$ cat config.mk
export PLATFORM = sky130hd
export DESIGN_NAME = mgmt_frame_master
export DESIGN_NICKNAME = d
export VERILOG_FILES = /design/src/rtl/mgmt_pkg.sv /design/src/rtl/mgmt_half_timer.sv /design/src/rtl/mgmt_rx_shift.sv /design/src/rtl/mgmt_frame_seq.sv /design/src/rtl/mgmt_frame_master.sv
export SDC_FILE = /design/constraint.sdc
export NUM_CORES = 1
export LEC_CHECK = 0
export BUFFER_PORTS_ARGS = -buffer_cell sky130_fd_sc_hd__buf_4
export CORE_MARGIN = 2
export CORE_UTILIZATION = 58
export DETAILED_ROUTE_END_ITERATION = 6
export MAX_ROUTING_LAYER = met4
export PLACE_DENSITY = 0.8
export SYNTH_ARGS = -nofsm -noshare
export SYNTH_HDL_FRONTEND = slang
export SYNTH_SLANG_ARGS = --single-unit
export TNS_END_PERCENT = 10
$ cat constraint.sdc
create_clock -name clk -period 4.25 [get_ports clk]
set_input_delay 0.2125 -clock clk [delete_from_list [all_inputs] [get_ports clk]]
set_output_delay 0.2125 -clock clk [all_outputs]
set_load 0.01 [all_outputs]
$ cat src/rtl/mgmt_pkg.sv
package mgmt_pkg;

  typedef enum logic [3:0] {
    SEG_IDLE,
    SEG_PRE,
    SEG_SOF,
    SEG_OP,
    SEG_PHY,
    SEG_REG,
    SEG_TA,
    SEG_DATA,
    SEG_TAIL,
    SEG_RECOV
  } seg_e;

  function automatic seg_e seg_after(seg_e s);
    case (s)
      SEG_PRE:  return SEG_SOF;
      SEG_SOF:  return SEG_OP;
      SEG_OP:   return SEG_PHY;
      SEG_PHY:  return SEG_REG;
      SEG_REG:  return SEG_TA;
      SEG_TA:   return SEG_DATA;
      SEG_DATA: return SEG_TAIL;
      default:  return SEG_IDLE;
    endcase
  endfunction

endpackage

$ cat src/rtl/mgmt_half_timer.sv
module mgmt_half_timer #(
  parameter int DIV_W = 8
) (
  input  logic             clk,
  input  logic             rst,
  input  logic             load,
  input  logic             run,
  input  logic [DIV_W-1:0] half_period,
  output logic             half_end
);

  logic [DIV_W-1:0] div_q;
  logic [DIV_W-1:0] cnt_q;

  assign half_end = run && (cnt_q == div_q - DIV_W'(1));

  always_ff @(posedge clk) begin
    if (rst) begin
      div_q <= DIV_W'(1);
      cnt_q <= '0;
    end else if (load) begin
      div_q <= (half_period == '0) ? DIV_W'(1) : half_period;
      cnt_q <= '0;
    end else if (run) begin
      if (half_end) cnt_q <= '0;
      else          cnt_q <= cnt_q + DIV_W'(1);
    end
  end


  div_nonzero_chk: assert property (@(posedge clk) disable iff (rst)
    run |-> (div_q != '0));

endmodule

$ cat src/rtl/mgmt_rx_shift.sv
module mgmt_rx_shift #(
  parameter int W = 16
) (
  input  logic         clk,
  input  logic         rst,
  input  logic         clr,
  input  logic         shift,
  input  logic         bit_in,
  output logic [W-1:0] word
);

  always_ff @(posedge clk) begin
    if (rst || clr) word <= '0;
    else if (shift) word <= {word[W-2:0], bit_in};
  end

endmodule

$ cat src/rtl/mgmt_frame_seq.sv
module mgmt_frame_seq
  import mgmt_pkg::*;
#(
  parameter int ADDR_W    = 5,
  parameter int DATA_W    = 16,
  parameter int PRE_LEN   = 32,
  parameter int RECOV_LEN = 32
) (
  input  logic              clk,
  input  logic              rst,
  input  logic              start,
  input  logic              rd_req,
  input  logic [ADDR_W-1:0] phy_addr,
  input  logic [ADDR_W-1:0] reg_addr,
  input  logic [DATA_W-1:0] wr_data,
  input  logic              half_end,
  input  logic              mdio_i,
  input  logic [DATA_W-1:0] rx_word,
  output logic              accept,
  output logic              rx_shift,
  output logic              mdc_o,
  output logic              mdio_oe,
  output logic              mdio_o,
  output logic              busy,
  output logic              done,
  output logic              err,
  output logic [DATA_W-1:0] rd_data
);

  localparam int TX_W  = 2 + 2 + 2 * ADDR_W + 2 + DATA_W;
  localparam int L1    = (PRE_LEN > RECOV_LEN) ? PRE_LEN : RECOV_LEN;
  localparam int L2    = (L1 > DATA_W) ? L1 : DATA_W;
  localparam int L3    = (L2 > ADDR_W) ? L2 : ADDR_W;
  localparam int IDX_W = $clog2(L3 + 1);

  seg_e              seg_q, seg_n;
  logic [IDX_W-1:0]  idx_q, idx_n;
  logic [TX_W-1:0]   tx_q, tx_n;
  logic              phase_hi_q, rd_q;
  logic              mdc_q, oe_q, o_q, busy_q, done_q, err_q;
  logic [DATA_W-1:0] rdata_q;
  logic              slot_end, last_slot, ta_fail, oe_n, o_n;

  function automatic int unsigned seg_len(seg_e s, logic is_rd);
    case (s)
      SEG_PRE:          return PRE_LEN;
      SEG_SOF, SEG_OP:  return 2;
      SEG_PHY, SEG_REG: return ADDR_W;
      SEG_TA:           return is_rd ? 1 : 2;
      SEG_DATA:         return DATA_W;
      SEG_RECOV:        return RECOV_LEN;
      default:          return 1;
    endcase
  endfunction

  assign accept   = start && !busy_q;
  assign slot_end = busy_q && phase_hi_q && half_end;
  assign rx_shift = slot_end && rd_q && (seg_q == SEG_DATA);

  always_comb begin
    last_slot = (idx_q == IDX_W'(seg_len(seg_q, rd_q) - 1));
    ta_fail   = rd_q && (seg_q == SEG_TA) && mdio_i;
    seg_n     = seg_q;
    idx_n     = idx_q;
    if (ta_fail) begin
      seg_n = SEG_RECOV;
      idx_n = '0;
    end else if (last_slot) begin
      seg_n = seg_after(seg_q);
      idx_n = '0;
    end else begin
      idx_n = idx_q + IDX_W'(1);
    end
    tx_n = (seg_q == SEG_PRE) ? tx_q : {tx_q[TX_W-2:0], 1'b0};
    oe_n = (seg_n inside {SEG_PRE, SEG_SOF, SEG_OP, SEG_PHY, SEG_REG}) ||
           (!rd_q && (seg_n inside {SEG_TA, SEG_DATA}));
    o_n  = oe_n && ((seg_n == SEG_PRE) || tx_n[TX_W-1]);
  end

  always_ff @(posedge clk) begin
    if (rst) begin
      seg_q      <= SEG_IDLE;
      idx_q      <= '0;
      tx_q       <= '0;
      phase_hi_q <= 1'b0;
      rd_q       <= 1'b0;
      mdc_q      <= 1'b1;
      oe_q       <= 1'b0;
      o_q        <= 1'b0;
      busy_q     <= 1'b0;
      done_q     <= 1'b0;
      err_q      <= 1'b0;
      rdata_q    <= '0;
    end else if (accept) begin
      seg_q      <= SEG_PRE;
      idx_q      <= '0;
      tx_q       <= {2'b01, (rd_req ? 2'b10 : 2'b01), phy_addr, reg_addr, 2'b10, wr_data};
      phase_hi_q <= 1'b0;
      rd_q       <= rd_req;
      mdc_q      <= 1'b0;
      oe_q       <= 1'b1;
      o_q        <= 1'b1;
      busy_q     <= 1'b1;
      done_q     <= 1'b0;
      err_q      <= 1'b0;
    end else begin
      done_q <= 1'b0;
      if (busy_q && half_end && !phase_hi_q) begin
        phase_hi_q <= 1'b1;
        mdc_q      <= 1'b1;
      end
      if (slot_end) begin
        phase_hi_q <= 1'b0;
        seg_q      <= seg_n;
        idx_q      <= idx_n;
        tx_q       <= tx_n;
        if (seg_n == SEG_IDLE) begin
          busy_q <= 1'b0;
          done_q <= 1'b1;
          mdc_q  <= 1'b1;
          oe_q   <= 1'b0;
          o_q    <= 1'b0;
          if (seg_q == SEG_RECOV) begin
            err_q   <= 1'b1;
            rdata_q <= '0;
          end else if (rd_q) begin
            rdata_q <= rx_word;
          end
        end else begin
          mdc_q <= 1'b0;
          oe_q  <= oe_n;
          o_q   <= o_n;
        end
      end
    end
  end

  assign mdc_o   = mdc_q;
  assign mdio_oe = oe_q;
  assign mdio_o  = o_q;
  assign busy    = busy_q;
  assign done    = done_q;
  assign err     = err_q;
  assign rd_data = rdata_q;


  drive_at_rise_chk: assert property (@(posedge clk) disable iff (rst)
    $rose(mdc_q) |-> ($stable(oe_q) && $stable(o_q)));


  drive_while_high_chk: assert property (@(posedge clk) disable iff (rst)
    (mdc_q && $past(mdc_q)) |-> ($stable(oe_q) && $stable(o_q)));


  done_single_chk: assert property (@(posedge clk) disable iff (rst)
    done_q |=> !done_q);


  busy_end_chk: assert property (@(posedge clk) disable iff (rst)
    $fell(busy_q) |-> done_q);


  idle_lines_chk: assert property (@(posedge clk) disable iff (rst)
    !busy_q |-> (mdc_q && !oe_q));


  read_release_chk: assert property (@(posedge clk) disable iff (rst)
    (busy_q && rd_q && (seg_q inside {SEG_TA, SEG_DATA, SEG_TAIL, SEG_RECOV})) |-> !oe_q);

endmodule

$ cat src/rtl/mgmt_frame_master.sv
module mgmt_frame_master #(
  parameter int ADDR_W    = 5,
  parameter int DATA_W    = 16,
  parameter int DIV_W     = 8,
  parameter int PRE_LEN   = 32,
  parameter int RECOV_LEN = 32
) (
  input  logic              clk,
  input  logic              rst,
  input  logic              start,
  input  logic              rd_req,
  input  logic [ADDR_W-1:0] phy_addr,
  input  logic [ADDR_W-1:0] reg_addr,
  input  logic [DATA_W-1:0] wr_data,
  input  logic [DIV_W-1:0]  half_period,
  input  logic              mdio_i,
  output logic              mdc_o,
  output logic              mdio_oe,
  output logic              mdio_o,
  output logic              busy,
  output logic              done,
  output logic              err,
  output logic [DATA_W-1:0] rd_data
);

  logic              accept;
  logic              half_end;
  logic              rx_shift;
  logic [DATA_W-1:0] rx_word;

  mgmt_half_timer #(.DIV_W(DIV_W)) u_timer (
    .clk         (clk),
    .rst         (rst),
    .load        (accept),
    .run         (busy),
    .half_period (half_period),
    .half_end    (half_end)
  );

  mgmt_rx_shift #(.W(DATA_W)) u_rx (
    .clk    (clk),
    .rst    (rst),
    .clr    (accept),
    .shift  (rx_shift),
    .bit_in (mdio_i),
    .word   (rx_word)
  );

  mgmt_frame_seq #(
    .ADDR_W    (ADDR_W),
    .DATA_W    (DATA_W),
    .PRE_LEN   (PRE_LEN),
    .RECOV_LEN (RECOV_LEN)
  ) u_seq (
    .clk      (clk),
    .rst      (rst),
    .start    (start),
    .rd_req   (rd_req),
    .phy_addr (phy_addr),
    .reg_addr (reg_addr),
    .wr_data  (wr_data),
    .half_end (half_end),
    .mdio_i   (mdio_i),
    .rx_word  (rx_word),
    .accept   (accept),
    .rx_shift (rx_shift),
    .mdc_o    (mdc_o),
    .mdio_oe  (mdio_oe),
    .mdio_o   (mdio_o),
    .busy     (busy),
    .done     (done),
    .err      (err),
    .rd_data  (rd_data)
  );

endmodule

Word-level counts from Yosys, hierarchy flattened
Cells that the tools add are included.
{"block": "op_classes", "add_sub_neg": 4, "eq_ne": 18, "mux": 30, "n_bitwise": 3, "n_reduce_logical": 37}
{"operator": "2-to-1 mux 31 bit", "count": 2}
{"operator": "== test 4 x 3 -> 1 bit (second input constant)", "count": 8}
{"operator": "2-to-1 mux 16 bit", "count": 2}
{"operator": "2-to-1 mux 32 bit", "count": 1}
{"operator": "one-hot mux 6 bit (5 select lines)", "count": 1}
{"operator": "one-hot mux 4 bit (7 select lines)", "count": 1}
{"operator": "== test 4 x 2 -> 1 bit (second input constant)", "count": 4}
{"operator": "2-to-1 mux 8 bit", "count": 2}
{"operator": "2-to-1 mux 1 bit", "count": 15}
{"operator": "logical AND 1 bit", "count": 12}
{"operator": "2-to-1 mux 6 bit", "count": 2}
{"operator": "adder 8 x 1 -> 8 bit (second input constant)", "count": 1}
{"operator": "== test 4 x 1 -> 1 bit (second input constant)", "count": 2}
{"operator": "== test 8 bit", "count": 1}
{"operator": "logical NOT 8 bit", "count": 1}
{"operator": "2-to-1 mux 4 bit", "count": 2}
{"operator": "nonzero test 2 bit", "count": 4}
{"operator": "OR reduction 2 bit", "count": 4}
{"operator": "subtractor 8 x 1 -> 8 bit (second input constant)", "count": 1}
{"operator": "adder 6 x 1 -> 6 bit (second input constant)", "count": 1}
{"operator": "== test 6 bit", "count": 1}
{"operator": "AND reduction 2 bit", "count": 3}
{"operator": "OR reduction 3 bit", "count": 2}
{"operator": "subtractor 6 x 1 -> 6 bit (second input constant)", "count": 1}
{"operator": "11 further kinds", "count": 18}
{"block": "totals", "regBits": 98, "inputBits": 39, "output_inout_bits": 22, "word_cells": 110}

Logic depth before layout (Yosys ltp)
Gate-level depths: netlist (run 1).
{"block": "depth", "word_depth": 15, "mapped_depth": 14, "mapped_depth_nobuf": 11}

Modules after synthesis
A second synthesis (run 1) with hierarchy kept.
{"block": "hier_totals", "cells_unflattened": 552, "area_unflattened_um2": 4662.0}
{"mod": "mgmt_frame_seq", "n_inst": 1, "cells_each": 395, "area_per_inst_um2": 3149.3, "seq_area_each_um2": 1321.3}
{"mod": "mgmt_half_timer", "n_inst": 1, "cells_each": 104, "area_per_inst_um2": 930.9, "seq_area_each_um2": 320.3}
{"mod": "mgmt_rx_shift", "n_inst": 1, "cells_each": 53, "area_per_inst_um2": 581.8, "seq_area_each_um2": 320.3}

Worst setup path after synthesis (run 1)
OpenSTA, ideal clock, no wires.
{"block": "synth_timing", "kind": "register -> register", "start": "reg u_seq.seg_q[0]", "end": "reg u_seq.rdata_q[10], in the netlist u_seq.rd_data[10]", "setup_time_ps": 72, "arrival_ps": 3089, "required_time_ps": 4178, "setup_slack_ps": 1090, "path_stages_with_launch": 15, "n_path_buf": 3, "period_less_slack_ps": 3160, "path_cell_list": "dfxtp_1 > buf_2 > clkbuf_1 > o21ai_0 > nand2_1 > ha_1 > ha_1 > xor2_1 > nand3_1 > nor3_2 > a21oi_1 > nand4bb_4 > a211oi_4 > buf_6 > mux2i_1"}
{"block": "synth_via", "elab_chain_cells": 9, "word_cells_on_any_way": 23, "cone_classes": "add/sub: 1; eq/ne: 9; mux: 5; reduce/logical: 8"}
{"item": "start: declaration", "line_no": "mgmt_frame_seq.sv:36", "source": "seg_e seg_q, seg_n;"}
{"item": "start signal: assignment", "line_no": "mgmt_frame_seq.sv:114", "source": "seg_q <= seg_n;"}
{"item": "== test 4 bit, or another cell as far along", "line_no": "mgmt_frame_seq.sv:45, mgmt_frame_seq.sv:123"}
{"item": "OR reduction 2 bit, on equally long branches"}
{"item": "one-hot mux 6 bit (5 select lines)", "line_no": "mgmt_frame_seq.sv:45", "source": "case (s)"}
{"item": "subtractor 6 x 1 -> 6 bit", "line_no": "mgmt_frame_seq.sv:61", "source": "last_slot = (idx_q == IDX_W'(seg_len(seg_q, rd_q) - 1));"}
{"item": "== test 6 bit", "line_no": "mgmt_frame_seq.sv:61"}
{"item": "2-to-1 mux 4 bit", "line_no": "mgmt_frame_seq.sv:68", "source": "end else if (last_slot) begin"}
{"item": "2-to-1 mux 4 bit", "line_no": "mgmt_frame_seq.sv:65", "source": "if (ta_fail) begin"}
{"item": "logical NOT 4 bit", "line_no": "mgmt_frame_seq.sv:117", "source": "if (seg_n == SEG_IDLE) begin"}
{"item": "AND reduction 4 bit (no line)"}
{"item": "end signal: assignment", "line_no": "mgmt_frame_seq.sv:127", "source": "rdata_q <= rx_word;"}
{"item": "end: declaration", "line_no": "mgmt_frame_seq.sv:41", "source": "logic [DATA_W-1:0] rdata_q;"}
Parallel ways exist; a longest one is shown, timed or not.
A chain may end at the register's enable or synchronous reset.

Worst setup path after layout (run 1)
{"block": "layout_timing", "start": "reg u_seq.seg_q[1]", "end": "reg u_seq.rdata_q[1], in the netlist u_seq.rd_data[1]"}
The elaborated chain is that of the path after synthesis.

==> run metrics, run 1 <==
status complete, no violations; Post-synth EDFFs 0; Net Sw Frac 0.266; kind of start point of the critical path register; total nets after synthesis 610; fill count 661; die area 9070 sq um; synthesized cell area 4830 sq um; Fin. Hold Viols 0; Core Rows 33; overall power 1.80 mW; global-route wire length before repair 16900 um; Max-slew headroom 0.293; io pins 61; antenna diode count 0; clock slew seen by the registers of the worst setup and hold paths 100 ps; routed wire length 10500 um; Top FF cell, synth dfxtp_1; maxcap violations 0; asr flop ratio synth 0; Final Cycle Share 0.876; vias in the first global route 3686; number of synthesized register bits 98; Clock Path Buffers 2; Buffers on Ports 60; NetSw 0.480 mW; chip width 95.2 um; Starting DRT DRC Count 191; CTS tree done; area grow syn2layout 13.6%; CORE AREA 8130 sq um; power per cell area 329 nW/um^2; Total Nets Final 649; Via density 5.77; grt total ovfl 0; gr usage total 0.241; crit path max fanout 22; Inserted Clock Buffers 9; Flop pwr share 0.544; H-tree depth 3; Syn Area/Cell 8.53 sq um; Max VDD drop 0.000186 V; Final GP Congestion 0.863; Required @ worst endpoint 4550 ps; Int Power 1.32 mW; DR WL/cell 14.6 um; DRC viols 0; kind of critical path reg -> reg; worst skew pair latency 370 ps; unrepaired setup endpoints after global routing false; Cells after Synth 566; clock sink count 98; final worst slack 528 ps; Seq/Total Area, Yosys 0.407; critical path capture point type register; largest net degree at the start of global routing 69; combinational fraction of design power 0.112; clock skew 11.8 ps; max frequency 269 MHz; worst slack at placement 595 ps; Final Critical Period 3720 ps; ANT nets after route 0; Worst Hold Class in -> reg; initial antenna violation count 0; Synth cell types 62; Clk pwr share 0.343; setup TNS 0 ps; Critical Path AT 4020 ps; Post-CTS Setup Bufs 0; Final Max Slew Viols 0; DR pass1 iterations 4; worst slew pin tran 1060 ps; Post-DP HPWL 6970 um; vias 4127; Initial Utilization 0.593; Die H 95.2 um; share of cells above drive strength 1 0.174; post-cts sizing count 0; final setup vio count 0; Leak 1.96 nW; Syn. warnings 0; Root Buffer clkbuf_8; hold buffers post-CTS 0
[Yosys cell counts (5+ instances only)]
library cell | n | share of area
a21oi_1 | 30 | 0.031
mux2i_1 | 33 | 0.068
nand4_1 | 5 | 0.0065
ha_1 | 5 | 0.013
inv_1 | 6 | 0.0047
o211ai_1 | 7 | 0.011
nor2b_1 | 6 | 0.0078
xnor2_1 | 15 | 0.027
nand2b_1 | 25 | 0.032
buf_2 | 7 | 0.0073
dfxtp_1 | 98 | 0.41
o21ai_0 | 10 | 0.010
nor3_1 | 11 | 0.011
a311oi_1 | 19 | 0.034
xor2_1 | 8 | 0.015
clkbuf_1 | 28 | 0.022
nor2_1 | 60 | 0.047
nand3_1 | 22 | 0.023
nand3b_1 | 5 | 0.0078
a22oi_1 | 6 | 0.0093
nand2_1 | 97 | 0.075
[cell usage in the layout (no fill, tap or decap), types with 10 or more instances in the layout]
cell type | Yosys | final
a21oi_1 | 30 | 30
dfxtp_1 | 98 | 98
nand2_1 | 97 | 97
xnor2_1 | 15 | 15
nand3_1 | 22 | 22
nor2_1 | 60 | 59
nor3_1 | 11 | 11
o21ai_0 | 10 | 10
a311oi_1 | 19 | 19
nand2b_1 | 25 | 24
buf_4 | 0 | 67
mux2i_1 | 33 | 33
[metrics by stage]
stage,utilization,instance area [sq um],cells,hold WS [ps]
4_1_cts,0.674,5480,715,79.6
2_1_floorplan,-,4830,566,348
5_1_grt,0.674,5480,715,72.7
3_3_place_gp,0.649,5280,699,435
3_5_place_dp,0.649,5280,699,453
6_report,0.674,5480,715,91.5
[kinds of logic after synthesis]
| kind of cell | share of synthesized area |
|---|---|
| flops | 0.407 |
| mux | 0.0731 |
| simple gates | 0.261 |
| buf+inv | 0.0430 |
| xor+xnor | 0.0417 |
| fa+ha+maj | 0.0130 |
| compound gates | 0.162 |
[state kept, by name, indices dropped and copies added, names as in the netlist, 4 cells and up]
signal and flops:
u_seq.seg_q 4, u_timer.div_q 8, u_seq.idx_q 6, u_seq.rd_data 16, u_timer.cnt_q 8, u_seq.tx_q 32, u_rx.word 16
[cell type report]
class	count	area (sq um)	share of cell area
Inverter	6	22.5	0.00411
Multi-Input combinational cell	423	2660	0.486
Clock buffer	10	128	0.0233
Clock inverter	6	72.6	0.0132
Tap cell	105	131	0.0240
Sequential cell	98	1960	0.358
Timing Repair Buffer	67	503	0.0918
[power groups by stage]
stage / combinational, mW / sequential (mW) / clock (mW)
floorplan: 0.143 / 0.991 / 0
global placement: 0.196 / 0.999 / 0
detailed placement: 0.202 / 1.00 / 0
CTS: 0.203 / 0.980 / 0.622
global route: 0.225 / 0.985 / 0.663
finish: 0.203 / 0.981 / 0.619
[final timing paths]
check / from / cells after the start / slack, ps / end
worst max-delay path: u_seq.seg_q[1] / 12 / 530 / u_seq.rd_data[1]
worst min-delay path: wr_data[0] / 3 / 90 / u_seq.tx_q[0]
worst min register to register: u_seq.tx_q[16] / 2 / 460 / u_seq.tx_q[16]
worst max register to register: u_seq.seg_q[1] / 12 / 530 / u_seq.rd_data[1]
[per-layer routing]
| metal | track usage | vias to the layer above | part of all wire |
|---|---|---|---|
| met3 | 0.0490 | 17 | 0.039 |
| met5 | - | - | 0 |
| li1 | - | 2059 | - |
| met4 | 0.0906 | 0 | 0.020 |
| met1 | 0.299 | 1975 | 0.45 |
| met2 | 0.387 | 76 | 0.49 |
[critical path, stage by stage, from the launching register on]
cell and delay, ps:
dfxtp_1 760, nor2b_1 340, nand2_1 100, ha_1 200
ha_1 280, xor2_1 140, nand3_1 90, nor3_2 450
a21oi_1 180, nand4bb_4 320, a211oi_4 230, buf_4 320
mux2i_1 240
Note: power is estimated with default switching activity, not from simulation.
==> run 2: changes to the inputs <==
--- a/config.mk
+++ b/config.mk
@@ -6,11 +6,13 @@
 export NUM_CORES = 1
 export LEC_CHECK = 0
 export BUFFER_PORTS_ARGS = -buffer_cell sky130_fd_sc_hd__buf_4
+export CELL_PAD_IN_SITES_DETAIL_PLACEMENT = 1
+export CELL_PAD_IN_SITES_GLOBAL_PLACEMENT = 1
 export CORE_MARGIN = 2
-export CORE_UTILIZATION = 58
+export CORE_UTILIZATION = 44
 export DETAILED_ROUTE_END_ITERATION = 6
 export MAX_ROUTING_LAYER = met4
-export PLACE_DENSITY = 0.8
+export PLACE_DENSITY_LB_ADDON = 0.1
 export SYNTH_ARGS = -nofsm -noshare
 export SYNTH_HDL_FRONTEND = slang
 export SYNTH_SLANG_ARGS = --single-unit
==> run metrics, run 2 (synthesis results as in run 1) <==
status complete, no violations; Post-DP HPWL 8260 um (+18%); Buffers on Ports 60 (unchanged); Final Critical Period 3710 ps (-15.0 ps); Int Power 1.32 mW (-0.57%); kind of critical path reg -> reg; ANT nets after route 0 (unchanged); max reg flops 32 (unchanged); final worst slack 543 ps (+15.0 ps); grt total ovfl 0 (unchanged); Max VDD drop 0.000232 V (+25%); hold buffers post-CTS 0 (unchanged); Starting DRT DRC Count 175 (-8.4%); setup TNS 0 ps (unchanged); clock skew 8.41 ps (-3.37 ps); worst slack at placement 561 ps (-34.2 ps); Final Cycle Share 0.872 (-0.00353); unrepaired setup endpoints after global routing false; vias in the first global route 4171 (+13%); Leak 1.98 nW (+0.90%); CTS tree done; worst skew pair latency 380 ps (about the same); share of cells above drive strength 1 0.178 (+0.00433); Required @ worst endpoint 4550 ps (about the same); post-cts sizing count 0 (unchanged); met1 wire length 5740 um (+21%); Worst Hold Class in -> reg; Total Nets Final 651 (+0.31%); largest net degree at the start of global routing 69 (unchanged); Flop pwr share 0.544 (about the same); Die H 109 um (+14%); Clk pwr share 0.339 (-0.004); NetSw 0.487 mW (+1.6%); worst hold slack 81.2 ps (-10.3 ps); Core Rows 38 (+15%); most frequent cells in the layout dfxtp_1 (98), nand2_1 (97), buf_4 (69); crit path max fanout 16 (-27%); final setup vio count 0 (unchanged); kind of start point of the critical path register; Via density 5.49 (-5.0%); DR WL/cell 16.3 um (+11%); area grow syn2layout 14.6%; DR pass1 iterations 4 (unchanged); Net Sw Frac 0.270 (+0.00417); Root Buffer clkbuf_8; power per cell area 326 nW/um^2 (-0.95%); metal2 WL 6080 um (+19%); Fin. Hold Viols 0 (unchanged); chip width 109 um (+14%); Final Max Slew Viols 0 (unchanged); H-tree depth 3 (unchanged); global-route wire length before repair 20400 um (+21%); CORE AREA 10800 sq um (+33%); final design utilization 0.513 (-0.161); combinational fraction of design power 0.116 (+0.004); met3 WL post-DR 253 um (-38%); fill count 1265 (+91%); Initial Utilization 0.447 (-0.146); commonest non-fill, non-tap cell in the layout dfxtp_1; io pins 61 (unchanged); DRC viols 0 (unchanged); critical path capture point type register; Max-slew headroom 0.276 (-0.0174); Inserted Clock Buffers 9 (unchanged); max frequency 270 MHz (+0.41%); maxcap violations 0 (unchanged); antenna diode count 0 (unchanged); clock sink count 98 (unchanged); vias 4125 (-0.048%); clock slew seen by the registers of the worst setup and hold paths 90 ps (about the same); die area 11800 sq um (+30%); gr usage total 0.225 (-0.0159); initial antenna violation count 0 (unchanged); Top Metal Used met4; register name with the most flops u_seq.tx_q; Post-CTS Setup Bufs 0 (unchanged); Clock Path Buffers 2 (unchanged); routed wire length 12300 um (+17%); overall power 1.80 mW (unchanged); worst slew pin tran 1090 ps (+26.1 ps); Final GP Congestion 0.876 (+1.5%); Critical Path AT 4010 ps (about the same)
[run 2: cell types whose count changed in the layout (fill, tap and decap cells not counted), moves of 2 or more]
cell | before | now
buf_4 | 67 | 69
clkinv_2 | 0 | 3
clkinv_4 | 0 | 2
clkinvlp_4 | 3 | 1
[run 2: worst max-delay path, cell delays in order (launching register included)]
cell	delay (ps)
dfxtp_1	680
nor2b_1	170
o211a_1	270
ha_1	210
ha_1	290
xor2_1	160
nand3_1	100
nor3_2	460
a21oi_1	180
nand4bb_4	320
a211oi_4	230
buf_4	320
mux2i_1	240
[run 2: worst paths after layout]
| check | slack [ps] | endpoint | depth (start not counted) | startpoint |
|---|---|---|---|---|
| max | 540 | u_seq.rd_data[9] | 12 | u_seq.seg_q[2] |
| min | 80 | u_timer.div_q[4] | 3 | half_period[4] |
| max reg2reg | 540 | u_seq.rd_data[9] | 12 | u_seq.seg_q[2] |
| min reg2reg | 460 | u_seq.tx_q[31] | 2 | u_seq.tx_q[31] |
[run 2: metrics by stage]
stage | instances | instance area, sq um
CTS | 752 | 5530
finish | 752 | 5530
detailed placement | 736 | 5340
floorplan | 566 | 4830
global placement | 736 | 5340
global route | 752 | 5530
[run 2: per-layer routing]
layer,vias up,track usage
met2,40,0.369
met1,2011,0.282
met4,0,0.0797
met5,-,-
li1,2062,-
met3,12,0.0341
[run 2: power groups by stage]
stage,Combinational (mW),Sequential [mW],Clock (mW)
after floorplan,0.143,0.991,0
after global placement,0.201,1.00,0
after detailed placement,0.211,1.00,0
after CTS,0.212,0.981,0.635
after global routing,0.233,0.987,0.670
final,0.209,0.981,0.612
[run 2: final cells by class]
class / instances / area, sq um / area share
multi-input combinational: 423 / 2660 / 0.481
sequential: 98 / 1960 / 0.355
timing repair buffer: 69 / 518 / 0.0936
tap: 140 / 175 / 0.0317
clock buffer: 9 / 124 / 0.0224
clock inverter: 7 / 70.1 / 0.0127
inverter: 6 / 22.5 / 0.00407
==> run 3: changes to the inputs <==
--- a/config.mk
+++ b/config.mk
@@ -13,6 +13,7 @@
 export DETAILED_ROUTE_END_ITERATION = 6
 export MAX_ROUTING_LAYER = met4
 export PLACE_DENSITY_LB_ADDON = 0.1
+export RECOVER_POWER = 100
 export SYNTH_ARGS = -nofsm -noshare
 export SYNTH_HDL_FRONTEND = slang
 export SYNTH_SLANG_ARGS = --single-unit
==> run metrics, run 3 (synthesis results as in run 1) <==
Root Buffer clkbuf_8; Worst Hold Class in -> reg; Max VDD drop 0.000234 V (+0.67%); kind of start point of the critical path register; max reg flops 32 (unchanged); grt total ovfl 0 (unchanged); DRC viols 0 (unchanged); commonest non-fill, non-tap cell in the layout dfxtp_1; failing checks max-capacitance violations, max-slew violations; most frequent CP cell ha_1; CP Cell Sequence nor2b_1, o211a_1, ha_1, ha_1, xor2_1, nand3_1, nor3_2, a21oi_1, nand4bb_4, a211oi_4, buf_4, mux2i_1; Buffers on Ports 60 (unchanged); Core Rows 38 (unchanged); vias 4117 (-0.19%); global-route wire length before repair 20400 um (unchanged); NetSw 0.485 mW (-0.56%); gr usage total 0.225 (unchanged); Critical Path AT 4030 ps (+20 ps); Post-DP HPWL 8260 um (unchanged); CTS tree done; Post-CTS Setup Bufs 0 (unchanged); status finished, violations left; die area 11800 sq um (unchanged); Int Power 1.31 mW (-0.21%); Die H 109 um (unchanged); setup TNS 0 ps (unchanged); worst skew pair latency 380 ps (about the same); initial antenna violation count 0 (unchanged); power per cell area 333 nW/um^2 (+2.1%); Fin. Hold Viols 0 (unchanged); crit path max fanout 16 (unchanged); Clk pwr share 0.341 (+0.002); CP max stage delay 690 ps (about the same); Final Max Slew Viols 95 (+95); Inserted Clock Buffers 9 (unchanged); fill count 1299 (+2.7%); area grow syn2layout 12.0%; routed wire length 12300 um (+0.21%); clock skew 9.41 ps (+0.999 ps); clock slew seen by the registers of the worst setup and hold paths 90 ps (about the same); kind of critical path reg -> reg; Starting DRT DRC Count 189 (+8.0%); Total Nets Final 651 (unchanged); chip width 109 um (unchanged); register name with the most flops u_seq.tx_q; share of cells above drive strength 1 0.131 (-0.0474); Max-slew headroom -0.780 (-1.06); Final Critical Period 3730 ps (+18.6 ps); H-tree depth 3 (unchanged); CP max-delay cell dfxtp_1; worst hold slack 81.7 ps (+0.527 ps); combinational fraction of design power 0.114 (-0.002); Net Sw Frac 0.270 (-0.000706); critical path capture point type register; Via density 5.47 (-0.19%); DR pass1 iterations 4 (unchanged); largest net degree at the start of global routing 69 (unchanged); Required @ worst endpoint 4550 ps (about the same); post-cts sizing count 0 (unchanged); Final Cycle Share 0.877 (+0.00438); ANT nets after route 0 (unchanged); most frequent cells in the layout dfxtp_1 (98), nand2_1 (97), nor2_1 (59); Final GP Congestion 0.876 (unchanged); clock sink count 98 (unchanged); Clock Path Buffers 2 (unchanged); R2R depth 12 (unchanged); worst slew pin tran 2670 ps (+1580 ps); DR WL/cell 16.3 um (+0.21%); Flop pwr share 0.546 (+0.002); io pins 61 (unchanged); vias in the first global route 4171 (unchanged); antenna diode count 0 (unchanged); final setup vio count 0 (unchanged); Initial Utilization 0.447 (unchanged); maxcap violations 2 (+2); hold path cells 3 (unchanged); hold buffers post-CTS 0 (unchanged); Leak 1.85 nW (-6.1%); max frequency 268 MHz (-0.50%); unrepaired setup endpoints after global routing false; CORE AREA 10800 sq um (unchanged)
==> run 3: power by group through the flow <==
stage / sequential, mW / clock [mW] / combinational [mW]
floorplan: 0.991 / 0 / 0.143
global placement: 1.00 / 0 / 0.201
finish: 0.981 / 0.612 / 0.204
detailed placement: 1.00 / 0 / 0.211
global route: 0.986 / 0.670 / 0.228
CTS: 0.981 / 0.635 / 0.212
==> run 3: worst paths after layout <==
check                                     from          endpoint  slack, ps
worst max-delay path            u_seq.seg_q[2]  u_seq.rd_data[9]        520
worst min-delay path            half_period[4]  u_timer.div_q[4]         80
worst max register to register  u_seq.seg_q[2]  u_seq.rd_data[9]        520
worst min register to register  u_seq.tx_q[31]    u_seq.tx_q[31]        460
==> run 3: cell type report <==
class,instances,area [sq um],share of cell area
Inverter,6,22.5,0.00417
Sequential cell,98,1960,0.363
Multi-Input combinational cell,423,2620,0.485
Timing Repair Buffer,69,428,0.0792
Clock inverter,7,70.1,0.0130
Clock buffer,9,124,0.0229
Tap cell,140,175,0.0324
==> run 3: critical path: cells and delay by family (launching register included) <==
family | cells | cell delay, ps
mux | 1 | 240
compound gates | 3 | 680
flops | 1 | 690
simple gates | 4 | 1060
xor+xnor | 1 | 170
buf+inv | 1 | 310
fa+ha+maj | 2 | 500
==> run 3: through the flow <==
stage / util / area (sq um) / total power, mW / instances / setup slack [ps]
6_report: 0.501 / 5400 / 1.80 / 752 / 525
5_1_grt: 0.501 / 5400 / 1.88 / 752 / 182
2_1_floorplan: - / 4830 / 1.13 / 566 / 1090
3_5_place_dp: 0.495 / 5340 / 1.21 / 736 / 561
3_3_place_gp: 0.495 / 5340 / 1.20 / 736 / 833
4_1_cts: 0.513 / 5530 / 1.83 / 752 / 530
==> run 3: routing by layer <==
metal  wire [um]  vias up  GRT usage
met4         180        0     0.0797
met3         245       12     0.0341
met1        5870     2005      0.282
met2        5990       39      0.369
li1            -     2061          -
met5           0        -          -
